## config.mk

```make
export PLATFORM = sky130hd
export DESIGN_NAME = acc_exec_unit
export DESIGN_NICKNAME = d
export VERILOG_FILES = /design/src/rtl/acc_exec_pkg.sv /design/src/rtl/acc_decode.sv /design/src/rtl/acc_addsub.sv /design/src/rtl/acc_alu.sv /design/src/rtl/acc_exec_unit.sv
export SDC_FILE = /design/constraint.sdc
export NUM_CORES = 1
export LEC_CHECK = 0
export ABC_AREA = 1
export BUFFER_PORTS_ARGS = -buffer_cell sky130_fd_sc_hd__buf_2
export CORE_MARGIN = 2
export CORE_UTILIZATION = 45
export CTS_CLUSTER_SIZE = 25
export DETAILED_ROUTE_END_ITERATION = 10
export PLACE_DENSITY = 0.7
export SLEW_MARGIN = 40
export SYNTH_ARGS = -nofsm -noshare
export SYNTH_HDL_FRONTEND = slang
export SYNTH_SLANG_ARGS = --single-unit
```

## constraint.sdc

```tcl
create_clock -name clk -period 0.8 [get_ports clk]
set_clock_uncertainty 0.15 [all_clocks]
set_input_delay 0.04 -clock clk [delete_from_list [all_inputs] [get_ports clk]]
set_output_delay 0.04 -clock clk [all_outputs]
set_load 0.02 [all_outputs]
```

## src/rtl/acc_exec_pkg.sv

```systemverilog
package acc_exec_pkg;

   // instruction class, bits 13:12
   localparam logic [1:0] CLS_BYTE = 2'b00;
   localparam logic [1:0] CLS_BIT  = 2'b01;
   localparam logic [1:0] CLS_JUMP = 2'b10;
   localparam logic [1:0] CLS_LIT  = 2'b11;

   typedef enum logic [4:0] {
      OP_NONE,
      OP_PASS_A,
      OP_PASS_W,
      OP_ZERO,
      OP_ADD,
      OP_SUB,
      OP_AND,
      OP_IOR,
      OP_XOR,
      OP_COM,
      OP_INC,
      OP_DEC,
      OP_RL,
      OP_RR,
      OP_SWAP,
      OP_BCLR,
      OP_BSET
   } alu_op_e;

   typedef enum logic [1:0] {
      SK_NONE,
      SK_ZERO,
      SK_BIT_LO,
      SK_BIT_HI
   } skip_mode_e;

   typedef struct packed {
      alu_op_e    op;
      logic       use_lit;
      logic       wr_w;
      logic       wr_f;
      logic       upd_c;
      logic       upd_dc;
      logic       upd_z;
      skip_mode_e skip_mode;
      logic       rd_f;
   } exec_ctl_t;

endpackage

```

## src/rtl/acc_decode.sv

```systemverilog
module acc_decode
   import acc_exec_pkg::*;
#(
   parameter int INSTR_W = 14
) (
   input  logic [INSTR_W-1:0] instr,
   output exec_ctl_t          ctl
);

   logic [1:0] cls;
   logic [3:0] sub_op;
   logic       dst_f;

   assign cls    = instr[13:12];
   assign sub_op = instr[11:8];
   assign dst_f  = instr[7];

   always_comb begin
      ctl           = '0;
      ctl.op        = OP_NONE;
      ctl.skip_mode = SK_NONE;
      unique case (cls)
         CLS_BYTE: begin
            ctl.rd_f = 1'b1;
            ctl.wr_w = ~dst_f;
            ctl.wr_f = dst_f;
            unique case (sub_op)
               4'b0000: begin
                  if (dst_f) begin
                     ctl.op = OP_PASS_W;
                  end else begin
                     ctl.rd_f = 1'b0;
                     ctl.wr_w = 1'b0;
                  end
               end
               4'b0001: begin
                  ctl.op    = OP_ZERO;
                  ctl.upd_z = 1'b1;
                  ctl.rd_f  = dst_f;
               end
               4'b0010: begin
                  ctl.op     = OP_SUB;
                  ctl.upd_c  = 1'b1;
                  ctl.upd_dc = 1'b1;
                  ctl.upd_z  = 1'b1;
               end
               4'b0011: begin ctl.op = OP_DEC;    ctl.upd_z = 1'b1; end
               4'b0100: begin ctl.op = OP_IOR;    ctl.upd_z = 1'b1; end
               4'b0101: begin ctl.op = OP_AND;    ctl.upd_z = 1'b1; end
               4'b0110: begin ctl.op = OP_XOR;    ctl.upd_z = 1'b1; end
               4'b0111: begin
                  ctl.op     = OP_ADD;
                  ctl.upd_c  = 1'b1;
                  ctl.upd_dc = 1'b1;
                  ctl.upd_z  = 1'b1;
               end
               4'b1000: begin ctl.op = OP_PASS_A; ctl.upd_z = 1'b1; end
               4'b1001: begin ctl.op = OP_COM;    ctl.upd_z = 1'b1; end
               4'b1010: begin ctl.op = OP_INC;    ctl.upd_z = 1'b1; end
               4'b1011: begin ctl.op = OP_DEC;    ctl.skip_mode = SK_ZERO; end
               4'b1100: begin ctl.op = OP_RR;     ctl.upd_c = 1'b1; end
               4'b1101: begin ctl.op = OP_RL;     ctl.upd_c = 1'b1; end
               4'b1110: begin ctl.op = OP_SWAP; end
               default: begin ctl.op = OP_INC;    ctl.skip_mode = SK_ZERO; end
            endcase
         end
         CLS_BIT: begin
            ctl.rd_f = 1'b1;
            unique case (instr[11:10])
               2'b00:   begin ctl.op = OP_BCLR; ctl.wr_f = 1'b1; end
               2'b01:   begin ctl.op = OP_BSET; ctl.wr_f = 1'b1; end
               2'b10:   begin ctl.op = OP_PASS_A; ctl.skip_mode = SK_BIT_LO; end
               default: begin ctl.op = OP_PASS_A; ctl.skip_mode = SK_BIT_HI; end
            endcase
         end
         CLS_JUMP: begin
            ctl.op = OP_NONE;
         end
         default: begin
            ctl.use_lit = 1'b1;
            ctl.wr_w    = 1'b1;
            if (sub_op[3:2] != 2'b10) begin
               ctl.op = OP_PASS_A;
               if (sub_op[3]) begin
                  ctl.op     = sub_op[1] ? OP_ADD : OP_SUB;
                  ctl.upd_c  = 1'b1;
                  ctl.upd_dc = 1'b1;
                  ctl.upd_z  = 1'b1;
               end
            end else begin
               ctl.upd_z = 1'b1;
               unique case (sub_op[1:0])
                  2'b00:   ctl.op = OP_IOR;
                  2'b01:   ctl.op = OP_AND;
                  2'b10:   ctl.op = OP_XOR;
                  default: begin
                     ctl.op    = OP_NONE;
                     ctl.wr_w  = 1'b0;
                     ctl.upd_z = 1'b0;
                  end
               endcase
            end
         end
      endcase
   end

endmodule

```

## src/rtl/acc_addsub.sv

```systemverilog
module acc_addsub #(
   parameter int DATA_W     = 8,
   parameter int RIPPLE_IMP = 0
) (
   input  logic [DATA_W-1:0] a,
   input  logic [DATA_W-1:0] b,
   input  logic              sub,
   output logic [DATA_W-1:0] sum,
   output logic              carry,
   output logic              half_carry
);

   localparam int HALF_W = DATA_W / 2;

   logic [DATA_W-1:0] b_eff;

   assign b_eff = sub ? ~b : b;

   generate
      if (RIPPLE_IMP != 0) begin : g_ripple
         logic [DATA_W:0] cy;
         assign cy[0] = sub;
         for (genvar i = 0; i < DATA_W; i++) begin : g_bit
            assign sum[i]  = a[i] ^ b_eff[i] ^ cy[i];
            assign cy[i+1] = (a[i] & b_eff[i]) | (cy[i] & (a[i] ^ b_eff[i]));
         end
         assign carry      = cy[DATA_W];
         assign half_carry = cy[HALF_W];
      end else begin : g_behav
         logic [DATA_W:0] full;
         logic [HALF_W:0] low;
         assign full = {1'b0, a} + {1'b0, b_eff} + {{DATA_W{1'b0}}, sub};
         assign low  = {1'b0, a[HALF_W-1:0]} + {1'b0, b_eff[HALF_W-1:0]}
                       + {{HALF_W{1'b0}}, sub};
         assign sum        = full[DATA_W-1:0];
         assign carry      = full[DATA_W];
         assign half_carry = low[HALF_W];
      end
   endgenerate

endmodule

```

## src/rtl/acc_alu.sv

```systemverilog
module acc_alu
   import acc_exec_pkg::*;
#(
   parameter int DATA_W     = 8,
   parameter int BIDX_W     = 3,
   parameter int RIPPLE_IMP = 0
) (
   input  alu_op_e           op,
   input  logic [DATA_W-1:0] opa,
   input  logic [DATA_W-1:0] w_val,
   input  logic              c_in,
   input  logic [BIDX_W-1:0] bit_idx,
   output logic [DATA_W-1:0] result,
   output logic              c_res,
   output logic              dc_res,
   output logic              bit_val
);

   localparam int HALF_W = DATA_W / 2;

   logic [DATA_W-1:0] mask;
   logic [DATA_W-1:0] as_sum;
   logic              as_c;
   logic              as_dc;

   generate
      for (genvar i = 0; i < DATA_W; i++) begin : g_mask
         assign mask[i] = (bit_idx == BIDX_W'(i));
      end
   endgenerate

   assign bit_val = |(opa & mask);

   acc_addsub #(
      .DATA_W     (DATA_W),
      .RIPPLE_IMP (RIPPLE_IMP)
   ) u_addsub (
      .a          (opa),
      .b          (w_val),
      .sub        (op == OP_SUB),
      .sum        (as_sum),
      .carry      (as_c),
      .half_carry (as_dc)
   );

   always_comb begin
      result = opa;
      c_res  = as_c;
      dc_res = as_dc;
      unique case (op)
         OP_NONE:   result = opa;
         OP_PASS_A: result = opa;
         OP_PASS_W: result = w_val;
         OP_ZERO:   result = '0;
         OP_ADD:    result = as_sum;
         OP_SUB:    result = as_sum;
         OP_AND:    result = opa & w_val;
         OP_IOR:    result = opa | w_val;
         OP_XOR:    result = opa ^ w_val;
         OP_COM:    result = ~opa;
         OP_INC:    result = opa + DATA_W'(1);
         OP_DEC:    result = opa - DATA_W'(1);
         OP_RL: begin
            result = {opa[DATA_W-2:0], c_in};
            c_res  = opa[DATA_W-1];
         end
         OP_RR: begin
            result = {c_in, opa[DATA_W-1:1]};
            c_res  = opa[0];
         end
         OP_SWAP:   result = {opa[HALF_W-1:0], opa[DATA_W-1:HALF_W]};
         OP_BCLR:   result = opa & ~mask;
         default:   result = opa | mask;
      endcase
   end

endmodule

```

## src/rtl/acc_exec_unit.sv

```systemverilog
module acc_exec_unit
   import acc_exec_pkg::*;
#(
   parameter int DATA_W     = 8,
   parameter int ADDR_W     = 7,
   parameter int INSTR_W    = 14,
   parameter int RIPPLE_IMP = 0
) (
   input  logic               clk,
   input  logic               rst_n,
   input  logic               in_valid,
   input  logic [INSTR_W-1:0] instr,
   input  logic [DATA_W-1:0]  w_in,
   input  logic [DATA_W-1:0]  f_rdata,
   input  logic               c_in,
   output logic [ADDR_W-1:0]  f_raddr,
   output logic               f_rd,
   output logic               out_valid,
   output logic [DATA_W-1:0]  wr_data,
   output logic [ADDR_W-1:0]  f_waddr,
   output logic               f_we,
   output logic               w_we,
   output logic               c_out,
   output logic               c_we,
   output logic               dc_out,
   output logic               dc_we,
   output logic               z_out,
   output logic               z_we,
   output logic               skip
);

   localparam int BIDX_W = $clog2(DATA_W);
   localparam int LIT_W  = DATA_W;

   generate
      if (DATA_W != 8) begin : g_bad_data
         $error("acc_exec_unit: encoding fixes the datapath at 8 bits");
      end
      if (ADDR_W != 7) begin : g_bad_addr
         $error("acc_exec_unit: encoding fixes the file address at 7 bits");
      end
      if (INSTR_W != 14) begin : g_bad_instr
         $error("acc_exec_unit: encoding fixes the word at 14 bits");
      end
      if (ADDR_W + BIDX_W > INSTR_W - 4) begin : g_bad_fields
         $error("acc_exec_unit: bit and address fields overlap the opcode");
      end
   endgenerate

   exec_ctl_t         ctl;
   logic [DATA_W-1:0] opa;
   logic [DATA_W-1:0] res;
   logic              c_res;
   logic              dc_res;
   logic              bit_val;
   logic              skip_nx;
   logic [BIDX_W-1:0] bit_idx;

   acc_decode #(
      .INSTR_W (INSTR_W)
   ) u_decode (
      .instr (instr),
      .ctl   (ctl)
   );

   assign bit_idx = instr[ADDR_W +: BIDX_W];
   assign opa     = ctl.use_lit ? instr[LIT_W-1:0] : f_rdata;

   acc_alu #(
      .DATA_W     (DATA_W),
      .BIDX_W     (BIDX_W),
      .RIPPLE_IMP (RIPPLE_IMP)
   ) u_alu (
      .op      (ctl.op),
      .opa     (opa),
      .w_val   (w_in),
      .c_in    (c_in),
      .bit_idx (bit_idx),
      .result  (res),
      .c_res   (c_res),
      .dc_res  (dc_res),
      .bit_val (bit_val)
   );

   always_comb begin
      unique case (ctl.skip_mode)
         SK_ZERO:   skip_nx = (res == '0);
         SK_BIT_LO: skip_nx = ~bit_val;
         SK_BIT_HI: skip_nx = bit_val;
         default:   skip_nx = 1'b0;
      endcase
   end

   assign f_raddr = instr[ADDR_W-1:0];
   assign f_rd    = in_valid & ctl.rd_f;

   always_ff @(posedge clk or negedge rst_n) begin
      if (!rst_n) begin
         out_valid <= 1'b0;
         wr_data   <= '0;
         f_waddr   <= '0;
         f_we      <= 1'b0;
         w_we      <= 1'b0;
         c_out     <= 1'b0;
         c_we      <= 1'b0;
         dc_out    <= 1'b0;
         dc_we     <= 1'b0;
         z_out     <= 1'b0;
         z_we      <= 1'b0;
         skip      <= 1'b0;
      end else begin
         out_valid <= in_valid;
         wr_data   <= res;
         f_waddr   <= instr[ADDR_W-1:0];
         f_we      <= in_valid & ctl.wr_f;
         w_we      <= in_valid & ctl.wr_w;
         c_out     <= c_res;
         c_we      <= in_valid & ctl.upd_c;
         dc_out    <= dc_res;
         dc_we     <= in_valid & ctl.upd_dc;
         z_out     <= (res == '0);
         z_we      <= in_valid & ctl.upd_z;
         skip      <= in_valid & skip_nx;
      end
   end

endmodule

```

==> impl_metrics.env, run 1 <==
export IMPL_regArea_um2=626
export IMPL_hold_viol_final=9
export IMPL_ir_worst_vdd_mv=0.675
export IMPL_synth_area_leaders="dfrtp_1, nand2_1, nor2_1, inv_1, nand3_1"
export IMPL_hpwl_um=10900
export IMPL_crit_slowest_cell="ha_1"
export IMPL_syn_area_um2=3290
export IMPL_multi_input_area_um2=2780
export IMPL_synth_top_cells_by_count="nand2_1, nor2_1, inv_1"
export IMPL_cts_reportedPaths_clkPinSlew_ns=0.09
export IMPL_antenna_found_initial=0
export IMPL_path_max_fanout=7
export IMPL_cts_tree="yes"
export IMPL_drtAntennaViolNets=0
export IMPL_clock_root_buffer="clkbuf_8"
export IMPL_dp_cells=843
export IMPL_synth_top_cell_area_share_pct=19.0
export IMPL_syn_avg_cell_area_um2=6.23
export IMPL_synth_largest_area_cell="dfrtp_1"
export IMPL_placement_io_buffers=66
export IMPL_path_class="in2reg"
export IMPL_switchingPower_uw=3130
export IMPL_p_int_uw=4060
export IMPL_layout_area_overhead_vs_synth_pct=81.4
export IMPL_p_seq_share_pct=21.2
export IMPL_leakage_uw=0.00312
export IMPL_core_area_um2=7180
export IMPL_cts_hold_buf=5
export IMPL_fp_dieH_um=89.6
export IMPL_yosys_warnings=0
export IMPL_crit_top_cell="nand2_1"
export IMPL_synth_edf_count=0
export IMPL_worstHoldPathCells=2
export IMPL_grt_pass1_wl_um=23000
export IMPL_synth_seq_area_share_pct=19.0
export IMPL_holdWs_ns=-0.167
export IMPL_drive_above_1_share_pct=49.8
export IMPL_synth_mux_area_share_pct=0
export IMPL_yosysMostFrequentCell="nand2_1"
export IMPL_die_area_um2=8020
export IMPL_routabilityCongestion=1.02
export IMPL_final_cells=880
export IMPL_slew_headroom_pct=71.8
export IMPL_via_per_inst=5.50
export IMPL_place_ws_ns=-2.68
export IMPL_worstHoldPathType="in2reg"
export IMPL_synthFlopType="dfrtp_1"
export IMPL_max_freq_mhz=325
export IMPL_violations="negative hold slack, negative setup slack"
export IMPL_clockBufferDepth=2
export IMPL_dr_pass1_iters=6
export IMPL_overflow=0
export IMPL_slowest_delay_ns=0.29
export IMPL_antenna_cells=0
export IMPL_num_rows=31
export IMPL_arrival_ns=3.14
export IMPL_drc=0
export IMPL_fillCellCount=433
export IMPL_via_count=4842
export IMPL_hold_end="out_valid"
export IMPL_crit_path_end_kind="register"
export IMPL_start_util_pct=45.9
export IMPL_syn_num_nets=578
export IMPL_cap_violations=0
export IMPL_timing_final_ws_setup_ns=-2.28
export IMPL_synthSimpleGateAreaFrac_pct=45.5
export IMPL_drv_slew=0
export IMPL_htreeDepth=1
export IMPL_final_net_count=831
export IMPL_ys_types=48
export IMPL_period_minus_slack_ns=3.08
export IMPL_synth_compound_area_share_pct=14.9
export IMPL_status="finished, violations left"
export IMPL_synth_fa_ha_area_share_pct=6.15
export IMPL_p_per_area_nw_per_um2=1200
export IMPL_worst_setup_path_start_kind="input port"
export IMPL_postSynthCellCount=529
export IMPL_fin_crit_sh_pct=385
export IMPL_totalWireLength_um=15700
export IMPL_hp_start="in_valid"
export IMPL_finalSetupViolations=41
export IMPL_ys_ff_latch=25
export IMPL_grt_max_degree=26
export IMPL_synth_top_family_by_area="simple AND/OR/NAND/NOR gates"
export IMPL_power_frac_comb_pct=68.3
export IMPL_clockPowerShare_pct=10.5
export IMPL_cts_sinks=25
export IMPL_worstMarginPinSlew_ns=0.423
export IMPL_cts_buffers=3
export IMPL_rsz0062_at_grt="true"
export IMPL_worstPathRequired_ns=0.86
export IMPL_chipWidth_um=89.6
export IMPL_switching_share_pct=43.5
export IMPL_synthArstFlopShare_pct=100
export IMPL_ioPinCount=67
export IMPL_track_usage_pct=37.6
export IMPL_grt_pass1_vias=4461
export IMPL_drtIter0Drc=414
export IMPL_routedWlPerCell_um=17.9
export IMPL_synthXorXnorAreaFrac_pct=4.25
[critical path, delay by kind of cell]
family                   cells  cell delay, ns
buffers and inverters        5            0.46
AO/OA/AOI/OAI                1            0.12
AND/OR/NAND/NOR             22            2.07
adder cells (fa/ha/maj)      1            0.29
XOR/XNOR                     1            0.13
[worst max path at each step]
stage | start | to | slack [ns]
floorplan | instr[11] | skip | -2.14
global placement | instr[10] | skip | -2.57
detailed placement | instr[10] | skip | -2.68
CTS | instr[10] | skip | -2.18
global route | instr[12] | skip | -2.49
finish | instr[10] | skip | -2.28
[flip-flops by register name, summed over array words and instances, names as in the netlist]
name / count
skip: 1
out_valid: 1
dc_out: 1
wr_data: 8
w_we: 1
c_we: 1
dc_we: 1
c_out: 1
f_waddr: 7
f_we: 1
z_out: 1
z_we: 1
[area by class of cell]
type	instances	area share, %
Timing Repair inverter	1	0.147
Clock inverter	1	0.0838
Sequential cell	25	10.5
Inverter	65	4.92
Clock buffer	3	0.691
Tap cell	99	2.07
Multi-Input combinational cell	428	46.5
Timing Repair Buffer	258	35.1
[cell families after synthesis]
family                     Yosys count
xor gates and xnor gates            16
buffers and inverters               76
AOI/OAI and AO/OA                   76
adders and majority gates           15
DFF                                 25
and+or+nand+nor                    321
[through the flow]
stage,hold slack (ns),area (um^2),total power [uW],utilization [%],setup TNS (ns)
4_1_cts,-0.165,5710,6640,79.6,-25.08
5_1_grt,-0.160,5980,7540,83.3,-28.83
3_5_place_dp,-0.160,5080,5370,70.8,-28.44
2_1_floorplan,-0.406,3460,3520,-,-18.86
3_3_place_gp,-0.164,5080,5310,70.8,-27.27
6_report,-0.167,5980,7190,83.3,-26.47
[power by group through the flow]
stage / sequential, uW / clock (uW) / combinational [uW]
floorplan: 1740 / 0 / 1780
global placement: 1490 / 0 / 3810
detailed placement: 1500 / 0 / 3870
CTS: 1520 / 739 / 4390
global route: 1540 / 800 / 5200
finish: 1520 / 755 / 4910
[cells in the final DEF, fill, tap and decap left out, types with 11 or more instances in the layout]
cell and instances:
a21oi_1 11, buf_2 35, buf_4 174, buf_6 34, dfrtp_1 25, inv_1 47, nand2_1 133, nand2_2 19
nand2_4 13, nand3_1 30, nor2_1 62, nor2_2 13, nor2_4 17, o21ai_0 13
[per-layer routing]
layer	share of wire, %	GRT usage [%]	routed length (um)
met4	3.0	11.7	476
met3	8.9	4.06	1400
met2	48	63.3	7570
met1	40	50.2	6270
met5	0	0	0
[what timing repair did]
item                       CTS  global route
setup endpoints to repair   42            43
hold endpoints to repair    39             6
buffers inserted            20            11
gates cloned                 1             0
resized for setup          112            48
pin swaps                   31            52
Power figures use the tool's default switching activity.
==> inputs of run 2 (changes only) <==
Settings changed: GPL_ROUTABILITY_DRIVEN set to 0, PLACE_DENSITY 0.7 to 0.67.
Clock period 0.8 ns to 3.7 ns, I/O delays scaled along.
==> run 2 against run 1 <==
The run now ends clean; worst setup slack improved by 2.6 ns; routed wire length fell by 32%; worst hold slack improved by 0.26 ns; sequential share of layout area rose by 5.3 points; combinational power fell by 87%; critical path depth fell by 4; first-iteration DRC count rose by 3.6%; critical path type unchanged; largest power group unchanged.
==> impl_metrics.env, run 2 (same netlist as run 1, synthesis figures left out) <==
export IMPL_core_area_um2=7180
export IMPL_drv_slew=0
export IMPL_crit_path_end_kind="register"
export IMPL_fin_crit_sh_pct=92.0
export IMPL_overflow=0
export IMPL_final_common_cell="nand2_1"
export IMPL_fillCellCount=728
export IMPL_largestRegisters="wr_data: 8 flops, f_waddr: 7 flops"
export IMPL_clock_root_buffer="clkbuf_8"
export IMPL_crit_buf_inv=3
export IMPL_drc=0
export IMPL_path_max_fanout=8
export IMPL_ir_worst_vdd_mv=0.124
export IMPL_totalPowerFinal_uw=1100
export IMPL_p_seq_share_pct=28.7
export IMPL_worstPathRequired_ns=3.75
export IMPL_hold_end="f_we"
export IMPL_chipWidth_um=89.6
export IMPL_cts_tree="yes"
export IMPL_die_area_um2=8020
export IMPL_p_per_area_nw_per_um2=278
export IMPL_track_usage_pct=26.6
export IMPL_routedWlPerCell_um=15.0
export IMPL_stdcell_area_um2=3970
export IMPL_worstHoldPathCells=2
export IMPL_regArea_um2=626
export IMPL_via_count=3868
export IMPL_via_per_inst=5.41
export IMPL_ioPinCount=67
export IMPL_antenna_found_initial=0
export IMPL_placed_cell_area_um2=3780
export IMPL_num_rows=31
export IMPL_drtAntennaViolNets=0
export IMPL_crit_slowest_cell="fa_2"
export IMPL_final_net_count=666
export IMPL_largest_register_ffs=8
export IMPL_hp_start="instr[13]"
export IMPL_period_minus_slack_ns=3.40
export IMPL_start_util_pct=45.9
export IMPL_layout_area_overhead_vs_synth_pct=20.5
export IMPL_clockBufferDepth=2
export IMPL_drtIter0Drc=429
export IMPL_crit_top_cell="nand2_1"
export IMPL_path_delay_family="simple AND/OR/NAND/NOR gates"
export IMPL_placement_io_buffers=66
export IMPL_cts_sinks=25
export IMPL_grt_pass1_wl_um=16500
export IMPL_finalSetupViolations=0
export IMPL_p_int_uw=597
export IMPL_status="finished, final reports clean"
export IMPL_worstMarginPinSlew_ns=0.675
export IMPL_utilization_pct=55.3
export IMPL_regMostFlops="wr_data"
export IMPL_fp_dieH_um=89.6
export IMPL_power_frac_comb_pct=56.7
export IMPL_multi_input_area_um2=2350
export IMPL_hpwl_um=8590
export IMPL_worst_setup_path_start_kind="input port"
export IMPL_drive_above_1_share_pct=24.0
export IMPL_switchingPower_uw=507
export IMPL_grt_max_degree=26
export IMPL_tns_ns=0
export IMPL_htreeDepth=1
export IMPL_antenna_cells=0
export IMPL_clockPowerShare_pct=14.5
export IMPL_dr_pass1_iters=6
export IMPL_slew_headroom_pct=54.8
export IMPL_path_class="in2reg"
export IMPL_holdWs_ns=0.0888
export IMPL_hold_viol_final=0
export IMPL_arrival_ns=3.46
export IMPL_final_cell_mix="nand2_1, nor2_1, buf_2, inv_1, nand3_1"
export IMPL_switching_share_pct=46.0
export IMPL_totalWireLength_um=10700
export IMPL_slowest_delay_ns=0.44
export IMPL_max_freq_mhz=294
export IMPL_cts_reportedPaths_clkPinSlew_ns=0.09
export IMPL_worstHoldPathType="in2reg"
export IMPL_cap_violations=0
export IMPL_leakage_uw=0.00212
export IMPL_grt_pass1_vias=3389
export IMPL_cts_buffers=3
[run 2: metrics by stage]
step                instances  setup slack [ns]
CTS                       711             0.246
floorplan                 529             0.332
detailed placement        698           -0.0167
global placement          698           0.00283
global route              715          -0.00607
finish                    715             0.296
[run 2: power groups by stage]
stage	clock network [uW]	registers, uW	logic (uW)
5_1_grt	177	323	693
3_3_place_gp	0	324	591
2_1_floorplan	0	375	359
6_report	161	317	627
4_1_cts	160	318	608
3_5_place_dp	0	323	598
[run 2: worst max-delay path by stage]
stage                          from    to  cells after the start
after detailed placement  instr[12]  skip                     26
final                     instr[12]  skip                     26
after floorplan            instr[9]  skip                     28
after global placement    instr[13]  skip                     26
after global routing      instr[11]  skip                     28
after CTS                 instr[12]  skip                     26
[run 2: routing by layer]
metal	vias up	track usage [%]	wire length [um]	part of all wire, %
met2	215	42.8	4880	45
met1	1741	37.2	4620	43
li1	1887	-	-	-
met3	25	2.49	973	9.1
met5	-	0	0	0
met4	0	8.55	266	2.5
[run 2: final cells by class]
cell class | count | area share [%]
multi-input cells | 428 | 59.2
repair buffers | 94 | 14.2
clock buffers | 3 | 1.04
well taps | 99 | 3.12
flip-flops and latches | 25 | 15.8
clock inverters | 1 | 0.189
inverters | 65 | 6.46
[run 2: timing repair]
| item | CTS | global route |
|---|---|---|
| setup endpoints to repair | 0 | 1 |
| gates resized for setup | 0 | 6 |
| endpoints found under the hold margin | 33 | 0 |
| buffers inserted | 0 | 4 |
| hold buffers | 9 | 0 |
